## src/rtl/byp_pkg.sv

```systemverilog
package byp_pkg;
  typedef enum logic [1:0] {
    SRC_RF  = 2'd0,
    SRC_EXM = 2'd1,
    SRC_MWB = 2'd2
  } fwd_src_e;

  localparam int N_EX_OPERANDS = 3;
  localparam int OP_A = 0;
  localparam int OP_B = 1;
  localparam int OP_Z = 2;
endpackage

```

## src/rtl/byp_operand_sel.sv

```systemverilog
module byp_operand_sel
  import byp_pkg::*;
#(
  parameter int AW = 5
) (
  input  logic [AW-1:0] src,
  input  logic          used,
  input  logic [AW-1:0] exm_rd,
  input  logic          exm_we,
  input  logic          exm_load,
  input  logic [AW-1:0] mwb_rd,
  input  logic          mwb_we,
  output fwd_src_e      sel
);
  localparam logic [AW-1:0] ZERO_REG = '0;

  logic live;
  logic hit_exm;
  logic hit_mwb;

  // Register 0 is hard-wired and never needs a bypass.
  assign live    = used && (src != ZERO_REG);
  assign hit_exm = live && exm_we && (exm_rd == src);
  assign hit_mwb = live && mwb_we && (mwb_rd == src);

  always_comb begin
    sel = SRC_RF;
    if (hit_exm) begin
      // The younger producer owns the register. A load there has no
      // value yet; the interlock keeps this case from being consumed.
      sel = exm_load ? SRC_RF : SRC_EXM;
    end else if (hit_mwb) begin
      sel = SRC_MWB;
    end
  end
endmodule

```

## src/rtl/byp_store_sel.sv

```systemverilog
module byp_store_sel #(
  parameter int AW = 5
) (
  input  logic          exm_store,
  input  logic [AW-1:0] exm_rt,
  input  logic [AW-1:0] mwb_rd,
  input  logic          mwb_we,
  output logic          st_data_sel
);
  localparam logic [AW-1:0] ZERO_REG = '0;

  assign st_data_sel = exm_store && mwb_we &&
                       (exm_rt != ZERO_REG) && (mwb_rd == exm_rt);
endmodule

```

## src/rtl/byp_load_interlock.sv

```systemverilog
module byp_load_interlock #(
  parameter int AW = 5
) (
  input  logic [AW-1:0] id_rs,
  input  logic [AW-1:0] id_rt,
  input  logic          id_rs_used,
  input  logic          id_rt_alu,
  input  logic [AW-1:0] idex_rd,
  input  logic          idex_we,
  input  logic          idex_load,
  output logic          stall
);
  localparam logic [AW-1:0] ZERO_REG = '0;

  logic load_pending;
  logic rs_dep;
  logic rt_dep;

  assign load_pending = idex_load && idex_we && (idex_rd != ZERO_REG);
  assign rs_dep       = id_rs_used && (id_rs == idex_rd);
  // Store data is excluded: it is bypassed at the memory stage instead.
  assign rt_dep       = id_rt_alu && (id_rt == idex_rd);
  assign stall        = load_pending && (rs_dep || rt_dep);
endmodule

```

## src/rtl/bypass_interlock.sv

```systemverilog
module bypass_interlock
  import byp_pkg::*;
#(
  parameter int AW = 5
) (
  input  logic [AW-1:0] id_rs,
  input  logic [AW-1:0] id_rt,
  input  logic          id_rs_used,
  input  logic          id_rt_alu,
  input  logic [AW-1:0] idex_rd,
  input  logic          idex_we,
  input  logic          idex_load,
  input  logic [AW-1:0] ex_rs,
  input  logic [AW-1:0] ex_rt,
  input  logic          ex_rs_used,
  input  logic          ex_rt_used,
  input  logic          ex_branch,
  input  logic [AW-1:0] exm_rd,
  input  logic          exm_we,
  input  logic          exm_load,
  input  logic          exm_store,
  input  logic [AW-1:0] exm_rt,
  input  logic [AW-1:0] mwb_rd,
  input  logic          mwb_we,
  output logic [1:0]    fwd_a_sel,
  output logic [1:0]    fwd_b_sel,
  output logic [1:0]    fwd_z_sel,
  output logic          st_data_sel,
  output logic          load_use_stall
);
  logic [AW-1:0] op_src  [N_EX_OPERANDS];
  logic          op_used [N_EX_OPERANDS];
  fwd_src_e      op_sel  [N_EX_OPERANDS];

  assign op_src[OP_A]  = ex_rs;
  assign op_used[OP_A] = ex_rs_used;
  assign op_src[OP_B]  = ex_rt;
  assign op_used[OP_B] = ex_rt_used;
  assign op_src[OP_Z]  = ex_rs;
  assign op_used[OP_Z] = ex_branch;

  for (genvar g = 0; g < N_EX_OPERANDS; g++) begin : g_op
    byp_operand_sel #(.AW(AW)) u_sel (
      .src      (op_src[g]),
      .used     (op_used[g]),
      .exm_rd   (exm_rd),
      .exm_we   (exm_we),
      .exm_load (exm_load),
      .mwb_rd   (mwb_rd),
      .mwb_we   (mwb_we),
      .sel      (op_sel[g])
    );
  end

  assign fwd_a_sel = op_sel[OP_A];
  assign fwd_b_sel = op_sel[OP_B];
  assign fwd_z_sel = op_sel[OP_Z];

  byp_store_sel #(.AW(AW)) u_st (
    .exm_store   (exm_store),
    .exm_rt      (exm_rt),
    .mwb_rd      (mwb_rd),
    .mwb_we      (mwb_we),
    .st_data_sel (st_data_sel)
  );

  byp_load_interlock #(.AW(AW)) u_lock (
    .id_rs      (id_rs),
    .id_rt      (id_rt),
    .id_rs_used (id_rs_used),
    .id_rt_alu  (id_rt_alu),
    .idex_rd    (idex_rd),
    .idex_we    (idex_we),
    .idex_load  (idex_load),
    .stall      (load_use_stall)
  );
endmodule

```

## config.mk

```make
export PLATFORM = sky130hd
export DESIGN_NAME = bypass_interlock
export DESIGN_NICKNAME = d
export VERILOG_FILES = /design/src/rtl/byp_pkg.sv /design/src/rtl/byp_operand_sel.sv /design/src/rtl/byp_store_sel.sv /design/src/rtl/byp_load_interlock.sv /design/src/rtl/bypass_interlock.sv
export SDC_FILE = /design/constraint.sdc
export NUM_CORES = 1
export LEC_CHECK = 0
export ABC_AREA = 1
export ABC_CLOCK_PERIOD_IN_PS = 800
export CAP_MARGIN = 15
export CORE_MARGIN = 2
export CORE_UTILIZATION = 30
export DETAILED_ROUTE_END_ITERATION = 8
export GPL_ROUTABILITY_DRIVEN = 0
export MAX_ROUTING_LAYER = met4
export PLACE_DENSITY = 0.73
export SLEW_MARGIN = 30
export SYNTH_ARGS = -nofsm -noshare
export SYNTH_HDL_FRONTEND = slang
export SYNTH_HIERARCHICAL = 1
export SYNTH_SLANG_ARGS = --single-unit
```

## constraint.sdc

```tcl
create_clock -name vclk -period 0.8
set_input_delay 0.12 -clock vclk [all_inputs]
set_output_delay 0.12 -clock vclk [all_outputs]
set_load 0.02 [all_outputs]
```

Word-level counts from Yosys, hierarchy flattened:

Cells that the tools add are included.

* input port bits: 51
* output and inout port bits: 8
* word-level logic and storage cells: 42
* register bits after elaboration: 0

* reductions and logical operators: 28
* multiplexer cells: 7
* eq/ne operators: 7

Operators by type and width (number)
* 5-bit equality test: 7
* 1-bit logical AND: 23
* 5-bit nonzero test: 4
* 2-bit 2-to-1 mux: 6
* 1-bit logical OR: 1
* 1-bit 2-to-1 mux: 1

Logic depth before layout (Yosys ltp):

Gate-level depths: netlist (run 1).

* word-level depth: 6
* gate-level depth with buffers: 8
* depth with buffers taken out: 8

Hierarchy:

Netlist (run 1), hierarchy kept.

By module, submodules not included
* byp_operand_sel: seq. area each 0.0 µm², area each 242.7 µm², cells an instance 55, times used 3
* byp_load_interlock: seq. area each 0.0 µm², area each 217.7 µm², cells an instance 55, times used 1
* byp_store_sel: seq. area each 0.0 µm², area each 123.9 µm², cells an instance 32, times used 1

Least setup slack after synthesis (run 1):

Ideal clock, no wire load.

* path kind: input -> output
* start point: input port idex_rd[2]
* end point: output port load_use_stall
* data arrival time: 770 ps
* buffers on the path: 0
* setup slack: -90 ps
* stages on the path: 5
* required time: 680 ps
* cells stage by stage: inv_1 nor2_1 a21oi_1 nand3_1 a21oi_1

* cells in the longest elaborated chain, start to end: 4
* elaborated cells on any way between the ends: 8
* those cells by class: eq/ne (2); reduce/logical (6)

RTL lines
* start: declaration: RTL line bypass_interlock.sv:10 `input logic [AW-1:0] idex_rd,`
* 5-bit equality test, on equally long branches: RTL line byp_load_interlock.sv:20, byp_load_interlock.sv:22
* 1-bit logical AND, on equally long branches: RTL line byp_load_interlock.sv:20, byp_load_interlock.sv:22
* 1-bit logical OR: RTL line byp_load_interlock.sv:23 `assign stall = load_pending && (rs_dep || rt_dep);`
* 1-bit logical AND (*): RTL line byp_load_interlock.sv:23
* end: declaration: RTL line bypass_interlock.sv:29 `output logic load_use_stall`

Mark *: on every way between the ends. The rest lies on a longest branch, timed or not.

Worst setup path after layout (run 1):

* start point: input port ex_rs[1]
* end point: output port fwd_a_sel[1]

* cells in the longest elaborated chain, start to end: 6
* elaborated cells on any way between the ends: 10
* those cells by class: eq/ne (2); mux (2); reduce/logical (6)

RTL lines
* start: declaration: RTL line bypass_interlock.sv:13 `input logic [AW-1:0] ex_rs,`
* 5-bit nonzero test: RTL line byp_operand_sel.sv:22 `assign live = used && (src != ZERO_REG);`
* 1-bit logical AND: RTL line byp_operand_sel.sv:22
* 1-bit logical AND (2 in a row): RTL line byp_operand_sel.sv:24 `assign hit_mwb = live && mwb_we && (mwb_rd == src);`
* 2-bit 2-to-1 mux: RTL line byp_operand_sel.sv:32 `end else if (hit_mwb) begin`
* 2-bit 2-to-1 mux (*): RTL line byp_operand_sel.sv:28 `if (hit_exm) begin`
* end: declaration: RTL line bypass_interlock.sv:25 `output logic [1:0] fwd_a_sel,`

Marked as above.

==> results of run 1 <==
==> cells by family after synthesis <==
kind of cell	count (synthesis)
buffers and inverters	69
AO/OA/AOI/OAI	3
AND/OR/NAND/NOR	174
XOR/XNOR	6
==> worst max-delay path: stages <==
cell     delay [ps]
buf_8           110
buf_6           120
nor2_2           90
nand4_1         120
nand2_2         120
inv_1            40
nand3_1          50
inv_1            50
buf_6           120
==> metrics by stage <==
stage	utilization (%)	cells	hold WS [ps]	worst slack (ps)
floorplan	-	252	275	-4.96
detailed placement	53.1	365	1280	-1280
global placement	53.1	365	1280	-1280
global route	61.6	367	640	-334
CTS	53.6	365	607	-303
finish	61.6	367	614	-264
==> area by class of cell <==
type                       count  area, µm²
inverter                      69        274
tap                           46       57.6
timing repair buffer          69        742
multi-input combinational    183       1010
fill                         349       1300
==> repair_timing <==
item                                    4_1_cts  5_1_grt
endpoints found under the setup margin        8        8
pin swaps                                    61       54
resized for setup                           295       87
setup buffers                                 0        2
hold endpoints to repair                      0        0
==> metal layers <==
layer  vias to the layer above  share of wire [%]  global-route usage (%)
met4                         0                  0                   0.272
li1                        859                  -                       -
met1                       671                 44                    23.0
met3                         0                3.9                   0.714
met2                        42                 52                    30.9
met5                         -                  0                       -
==> power by group <==
group | leakage, nW | switching [mW] | internal (mW)
registers | 0 | 0 | 0
logic | 1.24 | 0.476 | 0.494
clock network | 0 | 0 | 0
==> cell usage in the layout (no fill, tap or decap) <==
| cell | netlist | final |
|---|---|---|
| buf_12 | 0 | 5 |
| dlymetal6s2s_1 | 0 | 1 |
| xnor2_2 | 0 | 3 |
| nor2_2 | 9 | 17 |
| nand2_4 | 0 | 1 |
| a21oi_1 | 3 | 1 |
| nor3_4 | 0 | 4 |
| buf_4 | 0 | 7 |
| nor2_4 | 0 | 2 |
| inv_4 | 0 | 4 |
| nand2_2 | 4 | 36 |
| nand3_2 | 3 | 7 |
| nand2_1 | 112 | 79 |
| nand3_1 | 9 | 5 |
| nand4_1 | 3 | 3 |
| nor2_1 | 30 | 20 |
| buf_6 | 0 | 23 |
| dlygate4sd2_1 | 0 | 6 |
| inv_1 | 54 | 38 |
| a21oi_2 | 0 | 2 |
| buf_8 | 0 | 12 |
| buf_2 | 0 | 12 |
| clkbuf_2 | 0 | 1 |
| clkdlybuf4s15_1 | 0 | 2 |
| xnor2_1 | 6 | 3 |
| inv_2 | 15 | 26 |
| inv_6 | 0 | 1 |
==> final timing paths <==
path,start,endpoint,slack (ps),cells after the start
worst max-delay path,ex_rs[1],fwd_a_sel[1],-260,9
worst min-delay path,exm_rt[4],st_data_sel,610,4
==> out/results.tsv, run 1 <==
stage	metric	value	unit
synthesis	area fraction in compound gates after synthesis	1.40	%
critical_path	crit start category	input port	
cells_and_area	post-route cell area	2090	µm²
die	die area	4060	µm²
die	Die X	63.7	µm
routing	1st-iter DRT viols	28	
pwr	Total Power	0.970	mW
synthesis	Post-Syn Instances	252	
synthesis	top cell type's share of synthesized area	39.3	%
cells_and_area	FFs & Latches	0	
timing	final setup vio count	8	
run_status	failing checks	negative setup slack	
die	Die Span Y	63.7	µm
synthesis	sequential-to-total area share from yosys stat	0	%
timing	worst setup margin	-264	ps
synthesis	simple-gate area share of the yosys netlist	69.5	%
grt	gr ovfl total	0	
run_status	outcome	finished, violations left	
routing	DRC Markers	0	
synthesis	Post-Synth Adder-Cell Area	0	%
min_path	worst hold path class	in -> out	
cells_and_area	Reg area	0	µm²
grt	GRT Total Usage	17.4	%
clocking	hold_buf cts	0	
place	Placed Area	1800	µm²
critical_path	CP arrival	940	ps
synthesis	Syn Std Cell Area	1070	µm²
synthesis	main combinational cell family by area after synthesis	simple AND/OR/NAND/NOR gates	
critical_path	CP max FO	4	
pwr	power per cell area	465	nW/µm²
pwr	Lkg Pwr	1.24	nW
cells_and_area	antenna diode instance count	0	
routing	DR WL/cell	9.90	µm
timing	min cycle time layout	1060	ps
synthesis	Synth Area in XOR/XNOR	4.91	%
die	Core Area	3390	µm²
cells_and_area	Nets	374	
critical_path	Critical Path RT	680	ps
synthesis	mux share of post-synthesis cell area	0	%
timing	fin. max-slew vios	0	
timing	actual slew at the worst max-slew pin	321	ps
timing	headroom to the max-slew limit	78.6	%
timing	RSZ-0062 raised after global routing	yes	
synthesis	Yosys top cell by area	nand2_1	
synthesis	Mapped Nets	303	
place	DP HPWL	2.76	mm
cells_and_area	Area growth syn-to-layout	95.1	%
die	row count	21	
grt	largest net degree at the start of global routing	9	
routing	vias per cell	4.28	
place	Port Buf Inserts	59	
die	io pins	59	
routing	Post-Route WL	3.64	mm
die	Initial Util	31.6	%
pwr	VDD IR max	0.000246	V
synthesis	Netlist cell types	13	
critical_path	CP Class	in -> out	
grt	antenna violations before repair	0	
grt	vias in the first global route	1441	
timing	Sum Neg Setup Slack	-1600	ps
cells_and_area	CLK BUF	0	
timing	period utilization	133	%
routing	DRT antenna net count	0	
critical_path	CP endpoint kind	output port	
synthesis	yosys warns	6	
synthesis	most frequent cell after synthesis	nand2_1	
cells_and_area	layout cells sized above 1	50.8	%
synthesis	most frequent cells after synthesis	nand2_1 (112), inv_1 (54), nor2_1 (30)	
grt	first-pass GRT wire length	5.80	mm
routing	via count	1572	
routing	drt pass-1 iters	4	
job	MaxCap Viol Count	0	
timing	Fmax	0.940	GHz
synthesis	top cells by area, synth	nand2_1 (39%), inv_1 (19%), nor2_1 (11%)	
timing	Hold Vio Cnt, Final	0	
synthesis	syn avg cell area	4.25	µm²
Power figures use the tool's default switching activity.
==> run 2: changes to the inputs <==
--- a/config.mk
+++ b/config.mk
@@ -12,6 +12,7 @@
 export CORE_UTILIZATION = 30
 export DETAILED_ROUTE_END_ITERATION = 8
 export GPL_ROUTABILITY_DRIVEN = 0
+export GPL_TIMING_DRIVEN = 0
 export MAX_ROUTING_LAYER = met4
 export PLACE_DENSITY = 0.73
 export SLEW_MARGIN = 30
==> run 2 against run 1 <==
Against the previous run: the flow still finishes with violations (negative setup slack); final area shrank 3.6%; cell count shrank 2.2%; fmax grew 2.2%; critical path type unchanged; critical endpoint is now fwd_a_sel[0]; largest power group unchanged; highest routed layer unchanged.
==> out/results.tsv, run 2 (synthesized netlist as in run 1, its figures left out) <==
stage	metric	value	unit
run_status	outcome	finished, violations left	
run_status	failing checks	negative setup slack	
timing	headroom to the max-slew limit	78.9	%
die	io pins	59	
grt	largest net degree at the start of global routing	11	
timing	final setup vio count	8	
timing	fin. max-slew vios	0	
place	Placed Area	1740	µm²
cells_and_area	Nets	366	
place	cell total after placement	357	
routing	drt pass-1 iters	4	
pwr	VDD IR max	0.000295	V
cells_and_area	antenna diode instance count	0	
timing	worst setup margin	-241	ps
timing	period utilization	130	%
timing	Hold Slack	591	ps
min_path	Worst Hold End	st_data_sel	
timing	Fmax	0.961	GHz
critical_path	CP endpoint kind	output port	
timing	min cycle time layout	1040	ps
die	Core Area	3390	µm²
critical_path	CP arrival	920	ps
timing	actual slew at the worst max-slew pin	316	ps
cells_and_area	Post-Layout Cell Count	359	
grt	vias in the first global route	1349	
place	DP HPWL	2.64	mm
cells_and_area	post-route cell area	2010	µm²
cells_and_area	most frequent cells in the layout	nand2_1 (80), nand2_2 (36), inv_2 (29), inv_1 (28), nor2_1 (23)	
grt	antenna violations before repair	0	
cells_and_area	Core Util, Final	59.4	%
die	Die Span Y	63.7	µm
die	Die X	63.7	µm
routing	vias per cell	4.25	
pwr	Lkg Pwr	1.18	nW
die	die area	4060	µm²
routing	routed wl met3	151	µm
critical_path	Critical Path RT	680	ps
routing	DRT antenna net count	0	
timing	RSZ-0062 raised after global routing	yes	
min_path	Hold Path Origin	exm_rt[4]	
cells_and_area	Reg area	0	µm²
grt	gr ovfl total	0	
routing	Met2 Wirelength	1.70	mm
routing	DRC Markers	0	
timing	Hold Vio Cnt, Final	0	
routing	M1 wire length	1.45	mm
timing	Sum Neg Setup Slack	-1370	ps
min_path	worst hold path class	in -> out	
critical_path	CP Class	in -> out	
grt	first-pass GRT wire length	5.58	mm
routing	Post-Route WL	3.31	mm
cells_and_area	layout cells sized above 1	49.5	%
routing	1st-iter DRT viols	35	
job	MaxCap Viol Count	0	
critical_path	CP max FO	6	
die	row count	21	
die	Initial Util	31.6	%
routing	via count	1525	
critical_path	crit start category	input port	
cells_and_area	FFs & Latches	0	
cells_and_area	commonest non-fill, non-tap cell in the layout	nand2_1	
cells_and_area	Area growth syn-to-layout	88.1	%
pwr	power per cell area	458	nW/µm²
min_path	Hold Crit Depth	4	
place	Port Buf Inserts	59	
cells_and_area	CLK BUF	0	
routing	Top Layer Used	met3	
routing	DR WL/cell	9.21	µm
grt	GRT Total Usage	16.6	%
-- run 2: power breakdown --
part	switching [mW]	total, mW	internal [mW]
registers	0	0	0
clock network	0	0	0
logic	0.442	0.921	0.479
total	0.442	0.921	0.479
-- run 2: routing by layer --
metal / track usage, % / up-vias
met5: - / -
met1: 20.9 / 646
li1: - / 839
met3: 0.714 / 0
met4: 0 / 0
met2: 31.2 / 40
-- run 2: repair_timing --
| item | CTS | global route |
|---|---|---|
| endpoints found under the setup margin | 8 | 8 |
| gates resized for setup | 325 | 72 |
| buffers inserted | 2 | 0 |
| pin swaps | 61 | 52 |
| hold buffers | 0 | 0 |
-- run 2: final cells by class --
| cell class | instances | area (µm²) |
|---|---|---|
| tap | 46 | 57.6 |
| fill | 330 | 1380 |
| timing repair buffer | 61 | 724 |
| inverter | 69 | 289 |
| multi-input combinational | 183 | 941 |
-- run 2: worst max path at each step --
stage	slack, ps	depth (start not counted)	endpoint	from
after floorplan	-5	5	load_use_stall	idex_rd[2]
after global placement	-1300	8	fwd_z_sel[0]	ex_rs[0]
after detailed placement	-1310	8	fwd_z_sel[0]	ex_rs[0]
after CTS	-250	8	fwd_a_sel[0]	ex_rs[4]
after global routing	-280	10	fwd_a_sel[1]	mwb_rd[3]
final	-240	8	fwd_a_sel[0]	exm_rd[2]
-- run 2: worst max-delay path, stage by stage --
cell	delay (ps)
buf_8	100
inv_1	40
nand2_1	60
nand2_1	70
nor2_2	130
nand3_2	130
nor3_4	140
buf_6	140
-- run 2: stage by stage --
| step | total power [mW] | worst slack, ps |
|---|---|---|
| after floorplan | 0.354 | -4.96 |
| after global placement | 0.743 | -1300 |
| after detailed placement | 0.755 | -1310 |
| after CTS | 0.808 | -248 |
| after global routing | 1.02 | -285 |
| final | 0.921 | -241 |
==> run 3: changes to the inputs <==
--- a/config.mk
+++ b/config.mk
@@ -6,7 +6,7 @@
 export NUM_CORES = 1
 export LEC_CHECK = 0
 export ABC_AREA = 1
-export ABC_CLOCK_PERIOD_IN_PS = 800
+export ABC_CLOCK_PERIOD_IN_PS = 900
 export CAP_MARGIN = 15
 export CORE_MARGIN = 2
 export CORE_UTILIZATION = 30
==> constraint.sdc (replaced) <==
create_clock -name vclk -period 0.9
set_input_delay 0.135 -clock vclk [all_inputs]
set_output_delay 0.135 -clock vclk [all_outputs]
set_load 0.1 [all_outputs]
==> run 3 against run 2 <==
Against the previous run: cell count rose by 0.56%; final area rose by 5.4%; total power fell by 7.9%; worst hold slack improved by 160 ps; core utilization rose by 3.2 points; the flow still finishes with violations (negative setup slack); die area did not move; critical path type unchanged; flip-flop and latch count did not move; routed wire length fell by 1.6%; combinational power fell by 7.8%; count of clock-buffer cells in the layout did not move; worst setup slack improved by 7.2 ps.
==> out/results.tsv, run 3 (synthesized netlist as in run 1, its figures left out) <==
stage	metric	value	unit
job	MaxCap Viol Count	0	
critical_path	Critical Path RT	760	ps
die	die area	4060	µm²
timing	headroom to the max-slew limit	80.2	%
run_status	failing checks	negative setup slack	
critical_path	crit start category	input port	
cells_and_area	antenna diode instance count	0	
timing	actual slew at the worst max-slew pin	297	ps
critical_path	CP arrival	1000	ps
critical_path	Crit path buffers/inverters	3	
cells_and_area	most frequent cells in the layout	nand2_1 (79), nand2_2 (36), inv_1 (30), inv_2 (29), nor2_1 (21)	
min_path	Hold Path Origin	id_rs_used	
die	Core Area	3390	µm²
routing	via count	1502	
routing	vias per cell	4.16	
routing	DR WL/cell	9.01	µm
grt	met2 Use GR	27.6	%
cells_and_area	Multi-input gate area	981	µm²
routing	1st-iter DRT viols	26	
timing	RSZ-0062 raised after global routing	yes	
cells_and_area	Fill cells	325	
grt	antenna violations before repair	0	
timing	Hold Vio Cnt, Final	0	
cells_and_area	commonest non-fill, non-tap cell in the layout	nand2_1	
cells_and_area	layout cells sized above 1	51.1	%
grt	gr ovfl total	0	
grt	vias in the first global route	1227	
pwr	Lkg Pwr	1.18	nW
place	cell total after placement	357	
pwr	VDD IR max	0.000199	V
cells_and_area	Post-Layout Cell Count	361	
cells_and_area	Nets	368	
cells_and_area	FFs & Latches	0	
timing	Fmax	0.882	GHz
routing	DRT antenna net count	0	
routing	DRC Markers	0	
critical_path	crit-path cells	buf_12, nand2_2, nand2_1, nor2_1, nand2_1, nor2_2, nand3_2, clkinvlp_4, buf_12	
timing	worst setup margin	-233	ps
timing	Hold Slack	755	ps
place	DP HPWL	2.61	mm
grt	met3 usage	0.536	%
critical_path	CP max FO	8	
critical_path	critical path's top delay family	simple AND/OR/NAND/NOR gates	
timing	period utilization	126	%
cells_and_area	Reg area	0	µm²
timing	final setup vio count	8	
critical_path	CP Class	in -> out	
critical_path	Worst path max stage delay	160	ps
die	io pins	59	
critical_path	CP endpoint kind	output port	
grt	Most Crowded Layer GR	met2	
grt	routing usage on met1	20.6	%
die	row count	21	
cells_and_area	CLK BUF	0	
pwr	power per cell area	400	nW/µm²
die	Die X	63.7	µm
die	Die Span Y	63.7	µm
min_path	Hold Crit Depth	6	
grt	first-pass GRT wire length	5.22	mm
routing	Post-Route WL	3.25	mm
run_status	outcome	finished, violations left	
routing	drt pass-1 iters	4	
min_path	worst hold path class	in -> out	
min_path	Worst Hold End	load_use_stall	
timing	fin. max-slew vios	0	
grt	GRT Total Usage	15.4	%
cells_and_area	Area growth syn-to-layout	98.2	%
pwr	Total Power	0.849	mW
timing	min cycle time layout	1130	ps
die	Initial Util	31.6	%
place	Port Buf Inserts	59	
critical_path	slowest CP cell	buf_12	
grt	largest net degree at the start of global routing	11	
## run 3: cell count changes in the layout (fill, tap and decap cells not counted), moves of 2 or more
| cell | change |
|---|---|
| inv_4 | -8 |
| buf_12 | +7 |
| buf_6 | -5 |
| buf_8 | -3 |
| clkinvlp_4 | +3 |
| nand3_1 | -3 |
| nand3_2 | +3 |
| buf_4 | +2 |
| inv_1 | +2 |
| inv_8 | +2 |
| nor2_1 | -2 |
## run 3: how the worst max path moves through the flow
stage	start	endpoint	slack, ps	depth (start not counted)
after floorplan	ex_rt[1]	fwd_b_sel[0]	-430	6
after global placement	mwb_rd[1]	fwd_a_sel[1]	-1770	10
after detailed placement	ex_rs[3]	fwd_a_sel[1]	-1800	10
after CTS	ex_rs[0]	fwd_a_sel[1]	-300	9
after global routing	mwb_rd[1]	fwd_a_sel[1]	-320	10
final	ex_rs[1]	fwd_a_sel[1]	-230	9
## run 3: per-stage QoR
stage | setup WS, ps | utilization [%] | area (µm²) | setup TNS [ps]
CTS | -296 | 57.3 | 1940 | -1990
finish | -233 | 62.6 | 2120 | -1650
global placement | -1770 | 52.6 | 1780 | -13710
floorplan | -434 | - | 1140 | -2460
global route | -317 | 62.6 | 2120 | -2170
detailed placement | -1800 | 52.6 | 1780 | -13760
## run 3: area by class of cell
cell class | count | area share (%)
Timing Repair Buffer | 63 | 36.9
Tap cell | 46 | 2.71
Multi-Input combinational cell | 183 | 46.3
Inverter | 69 | 14.2
## run 3: routing by layer
metal / part of all wire (%) / vias up / wire [µm]
met5: 0 / - / 0
met4: 0 / 0 / 0
met3: 3.7 / 0 / 119
met2: 51 / 31 / 1650
met1: 46 / 628 / 1480
li1: - / 843 / -
## run 3: repair_timing
item	in CTS	in global routing
endpoints found under the setup margin	8	8
setup buffers	4	0
resized for setup	337	68
endpoints found under the hold margin	0	0
hold buffers	0	0
pin swaps	66	55
## run 3: where the power goes
part | internal [mW] | leakage, nW | switching [mW]
registers | 0 | 0 | 0
clock network | 0 | 0 | 0
logic | 0.427 | 1.18 | 0.421
total | 0.427 | 1.18 | 0.421
